**config.mk**
```make
export PLATFORM = sky130hd
export DESIGN_NAME = gcla_adder
export DESIGN_NICKNAME = d
export VERILOG_FILES = /design/src/rtl/gcla_pkg.sv /design/src/rtl/gcla_group.sv /design/src/rtl/gcla_lookahead.sv /design/src/rtl/gcla_adder.sv
export SDC_FILE = /design/constraint.sdc
export NUM_CORES = 1
export LEC_CHECK = 0
export CAP_MARGIN = 20
export CORE_UTILIZATION = 43
export DETAILED_ROUTE_END_ITERATION = 7
export GPL_TIMING_DRIVEN = 0
export PLACE_DENSITY = 0.94
export SYNTH_ARGS = -nofsm -noshare
export SYNTH_HDL_FRONTEND = slang
export SYNTH_HIERARCHICAL = 1
export SYNTH_SLANG_ARGS = --single-unit
```
**constraint.sdc**
```tcl
create_clock -name vclk -period 5
set_input_delay 1.5 -clock vclk [all_inputs]
set_output_delay 1.5 -clock vclk [all_outputs]
set_load 0.05 [all_outputs]
```
**src/rtl/gcla_pkg.sv**
```systemverilog
package gcla_pkg;
    localparam int unsigned GROUP_W  = 4;
    localparam int unsigned N_GROUPS = 4;
    localparam int unsigned ADD_W    = GROUP_W * N_GROUPS;

    typedef struct packed {
        logic gen;
        logic prop;
    } grp_term_t;
endpackage

```
**src/rtl/gcla_group.sv**
```systemverilog
module gcla_group #(
    parameter int unsigned GW = gcla_pkg::GROUP_W
) (
    input  logic [GW-1:0]         a_i,
    input  logic [GW-1:0]         b_i,
    input  logic                  cin_i,
    output logic [GW-1:0]         sum_o,
    output gcla_pkg::grp_term_t   term_o
);
    logic [GW-1:0] bit_gen;
    logic [GW-1:0] bit_prop;
    logic [GW-1:0] carry_d;

    assign bit_gen  = a_i & b_i;
    assign bit_prop = a_i | b_i;

    // carry into bit i: OR over j<i of gen[j]·prop[j+1..i-1], plus prop[0..i-1]·cin
    always_comb begin
        for (int i = 0; i < int'(GW); i++) begin
            logic acc;
            logic chain;
            acc   = 1'b0;
            chain = cin_i;
            for (int j = 0; j < i; j++) begin
                logic term;
                term = bit_gen[j];
                for (int k = j + 1; k < i; k++) begin
                    term = term & bit_prop[k];
                end
                acc   = acc | term;
                chain = chain & bit_prop[j];
            end
            carry_d[i] = acc | chain;
        end
    end

    assign sum_o = a_i ^ b_i ^ carry_d;

    always_comb begin
        logic gacc;
        logic pacc;
        gacc = 1'b0;
        pacc = 1'b1;
        for (int j = 0; j < int'(GW); j++) begin
            logic term;
            term = bit_gen[j];
            for (int k = j + 1; k < int'(GW); k++) begin
                term = term & bit_prop[k];
            end
            gacc = gacc | term;
            pacc = pacc & bit_prop[j];
        end
        term_o.gen  = gacc;
        term_o.prop = pacc;
    end
endmodule

```
**src/rtl/gcla_lookahead.sv**
```systemverilog
module gcla_lookahead #(
    parameter int unsigned NG = gcla_pkg::N_GROUPS
) (
    input  logic [NG-1:0] gg_i,
    input  logic [NG-1:0] gp_i,
    input  logic          cin_i,
    output logic [NG:0]   carry_o
);
    // carry into group k, flat: no use of carry_o[k-1]
    always_comb begin
        for (int k = 0; k <= int'(NG); k++) begin
            logic acc;
            logic chain;
            acc   = 1'b0;
            chain = cin_i;
            for (int j = 0; j < k; j++) begin
                logic term;
                term = gg_i[j];
                for (int m = j + 1; m < k; m++) begin
                    term = term & gp_i[m];
                end
                acc   = acc | term;
                chain = chain & gp_i[j];
            end
            carry_o[k] = acc | chain;
        end
    end
endmodule

```
**src/rtl/gcla_adder.sv**
```systemverilog
module gcla_adder #(
    parameter int unsigned GROUP_W  = gcla_pkg::GROUP_W,
    parameter int unsigned N_GROUPS = gcla_pkg::N_GROUPS,
    localparam int unsigned WIDTH   = GROUP_W * N_GROUPS
) (
    input  logic [WIDTH-1:0]    a_i,
    input  logic [WIDTH-1:0]    b_i,
    input  logic                cin_i,
    output logic [WIDTH-1:0]    sum_o,
    output logic                cout_o,
    output logic [N_GROUPS-1:0] grp_gen_o,
    output logic [N_GROUPS-1:0] grp_prop_o
);
    logic [N_GROUPS:0]   grp_carry;
    gcla_pkg::grp_term_t grp_term [N_GROUPS];

    for (genvar g = 0; g < int'(N_GROUPS); g++) begin : g_slice
        gcla_group #(.GW(GROUP_W)) u_group (
            .a_i    (a_i[g*GROUP_W +: GROUP_W]),
            .b_i    (b_i[g*GROUP_W +: GROUP_W]),
            .cin_i  (grp_carry[g]),
            .sum_o  (sum_o[g*GROUP_W +: GROUP_W]),
            .term_o (grp_term[g])
        );
        assign grp_gen_o[g]  = grp_term[g].gen;
        assign grp_prop_o[g] = grp_term[g].prop;
    end

    gcla_lookahead #(.NG(N_GROUPS)) u_lookahead (
        .gg_i    (grp_gen_o),
        .gp_i    (grp_prop_o),
        .cin_i   (cin_i),
        .carry_o (grp_carry)
    );

    assign cout_o = grp_carry[N_GROUPS];
endmodule

```
==> flow_summary.json, run 1 <==
{
  "grt_pass1_wl_um": 7870,
  "min_from": "a_i[5]",
  "max-vdd-ir-drop_mv": 0.211,
  "area.sequential_um2": 0,
  "dieWidth_um": 53.9,
  "use_met2": 0.730,
  "io_buffer_count": 58,
  "vias_per_cell": 6.53,
  "design.seq.count": 0,
  "violations": "setup timing",
  "critPathTopFamily": "compound AO/OA/AOI/OAI gates",
  "grt_pass1_vias": 1667,
  "antenna_found_initial": 0,
  "fin_cells": 262,
  "p_per_area_mw_per_mm2": 197,
  "worst_ep_required_time_ps": 3500,
  "busiest_layer": "met2",
  "timing.fmax_mhz": 188,
  "grt_start_max_net_pins": 6,
  "path_class": "in2out",
  "core.rowCount": 18,
  "finalPower_mw": 0.474,
  "gp_congestion": 0.912,
  "dr.pass1.iters": 4,
  "avgSynthCellArea_um2": 7.14,
  "wl_um": 7200,
  "status": "finished, violations left",
  "nets": 303,
  "layout_setup_ws_ps": -314,
  "slew_viol_final": 0,
  "drc": 0,
  "grt_use_met1": 0.376,
  "drt_iter0_drc": 105,
  "dieArea_mm2": 0.00290,
  "slowest_stage": "a211o_1",
  "vias": 1710,
  "dp_hpwl_um": 2940,
  "n_antenna_cell": 0,
  "finalHoldViolations": 0,
  "finalSetupViolCount": 12,
  "min_to": "sum_o[5]",
  "relSlewSlack": 0.602,
  "yosysUniqueCellTypes": 20,
  "rsz0062_at_grt": "true",
  "cp_slowest_stage_delay_ps": 310,
  "grt_usage": 0.388,
  "power.leakage_nw": 1.14,
  "worst_slew_pin_slew_ps": 591,
  "fin_crit_sh": 1.06,
  "ios": 58,
  "period_needed_ps": 5310,
  "grt.overflow.total": 0,
  "synthesis.area_mm2": 0.00116,
  "syn_inst": 162,
  "seq_area_frac_synth": 0,
  "syn_nets": 231,
  "critical_path_peak_fanout": 3,
  "grtUsageMet3": 0.0650,
  "path_common_cell": "a21o_1",
  "fp.coreArea_mm2": 0.00250,
  "n_clock_buffer": 0,
  "start_util": 0.463,
  "hold_path_depth": 5,
  "critPathLaunchType": "primary input",
  "drive_gt1_frac": 0.483,
  "dp.cells": 250,
  "worst_setup_path_end_kind": "primary output",
  "die_h_um": 53.9,
  "areaGrowthSynthToFinish_pct": 108,
  "hold_class": "in2out",
  "ant_nets": 0,
  "cap_violations": 0,
  "worst_ep_arrival_time_ps": 3810,
  "yosysWarnings": 6,
  "wl_per_cell_um": 27.5,
  "final.setup.tns_ps": -1740,
  "critPathBufInv": 3,
  "path_cells": "buf_12 -> inv_12 -> ha_4 -> nor4_4 -> a21o_1 -> a21o_1 -> a21o_1 -> or2b_4 -> a211o_1 -> a211oi_4 -> buf_6"
}
[placed cells by master, fill, tap and decap left out, types with 4 or more instances in the layout]
master,instances
inv_1,26
dlygate4sd2_1,15
ha_1,14
inv_2,21
ha_4,13
a21o_1,4
clkdlybuf4s50_1,14
o31ai_1,4
inv_4,6
buf_4,12
buf_6,13
nor2b_1,4
ha_2,5
nand2_1,4
nor2_1,10
a211o_1,4
[through the flow]
| step | worst slack [ps] | hold WS (ps) | utilization | cell area (um2) |
|---|---|---|---|---|
| finish | -314 | 3640 | 0.962 | 2410 |
| global route | -336 | 3670 | 0.962 | 2410 |
| CTS | -149 | 3730 | 0.912 | 2280 |
| detailed placement | -1450 | 4410 | 0.827 | 2070 |
| global placement | -1420 | 4380 | 0.827 | 2070 |
| floorplan | -489 | 3250 | - | 1450 |
[synthesized netlist by cell type]
| master | instances | area share |
|---|---|---|
| a2111oi_0 | 4 | 0.030 |
| a211o_1 | 4 | 0.030 |
| a211oi_1 | 4 | 0.026 |
| a21o_1 | 4 | 0.026 |
| a21oi_1 | 4 | 0.017 |
| a221o_1 | 4 | 0.035 |
| a31o_1 | 1 | 0.0076 |
| buf_4 | 1 | 0.0065 |
| fa_1 | 4 | 0.069 |
| ha_1 | 32 | 0.35 |
| inv_1 | 56 | 0.18 |
| nand2_1 | 4 | 0.013 |
| nor2_1 | 12 | 0.039 |
| nor2b_1 | 4 | 0.022 |
| nor4_1 | 4 | 0.022 |
| o21ai_0 | 4 | 0.017 |
| o31ai_1 | 4 | 0.026 |
| or2b_1 | 4 | 0.026 |
| xnor2_1 | 4 | 0.030 |
| xor2_1 | 4 | 0.030 |
[how the worst max path moves through the flow]
stage / start / to / slack, ps / cells past startpoint
3_3_place_gp: b_i[3] / sum_o[15] / -1420 / 11
5_1_grt: a_i[3] / sum_o[15] / -340 / 11
3_5_place_dp: b_i[3] / sum_o[15] / -1450 / 11
6_report: b_i[3] / sum_o[15] / -310 / 11
4_1_cts: b_i[0] / sum_o[12] / -150 / 13
2_1_floorplan: b_i[3] / sum_o[15] / -490 / 9
[logic make-up after synthesis]
logic type / Yosys count / share of synthesized area
AOI/OAI and AO/OA: 33 / 0.215
xor gates and xnor gates: 8 / 0.0605
adders and majority gates: 36 / 0.415
buffers and inverters: 57 / 0.188
and+or+nand+nor: 28 / 0.121
[tightest hold or removal path: stages]
cell      delay (ps)
clkbuf_2         110
inv_2             80
ha_4             160
xnor2_4           70
buf_2            210
[layer usage]
layer	wire length [um]	up-vias	part of all wire
met1	2280	790	0.32
li1	-	656	-
met3	646	79	0.090
met2	3500	185	0.49
met5	0	-	0
met4	775	0	0.11
[cell type report]
type | count | area [um2]
repair buffers | 70 | 682
fillers | 52 | 93.8
multi-input cells | 105 | 1430
plain buffers | 1 | 7.51
well taps | 30 | 37.5
inverters | 56 | 246
[where the power goes]
part	total [mW]	internal (mW)	switching [mW]
Clock	0	0	0
Sequential	0	0	0
Combinational	0.474	0.184	0.290
Total	0.474	0.184	0.290
[timing repair]
action / CTS / global route
gates resized for setup: 194 / 38
endpoints found under the setup margin: 20 / 16
gates cloned: 0 / 0
setup buffers: 9 / 4
pin swaps: 24 / 13
hold buffers: 0 / 0
endpoints found under the hold margin: 0 / 0
(Power assumes the default switching activity.)
==> run 2, diff against run 1 <==
- CAP_MARGIN: 20 -> 25
==> results of run 2 <==
The final DEF is identical to that of run 1; final timing and power are the same.
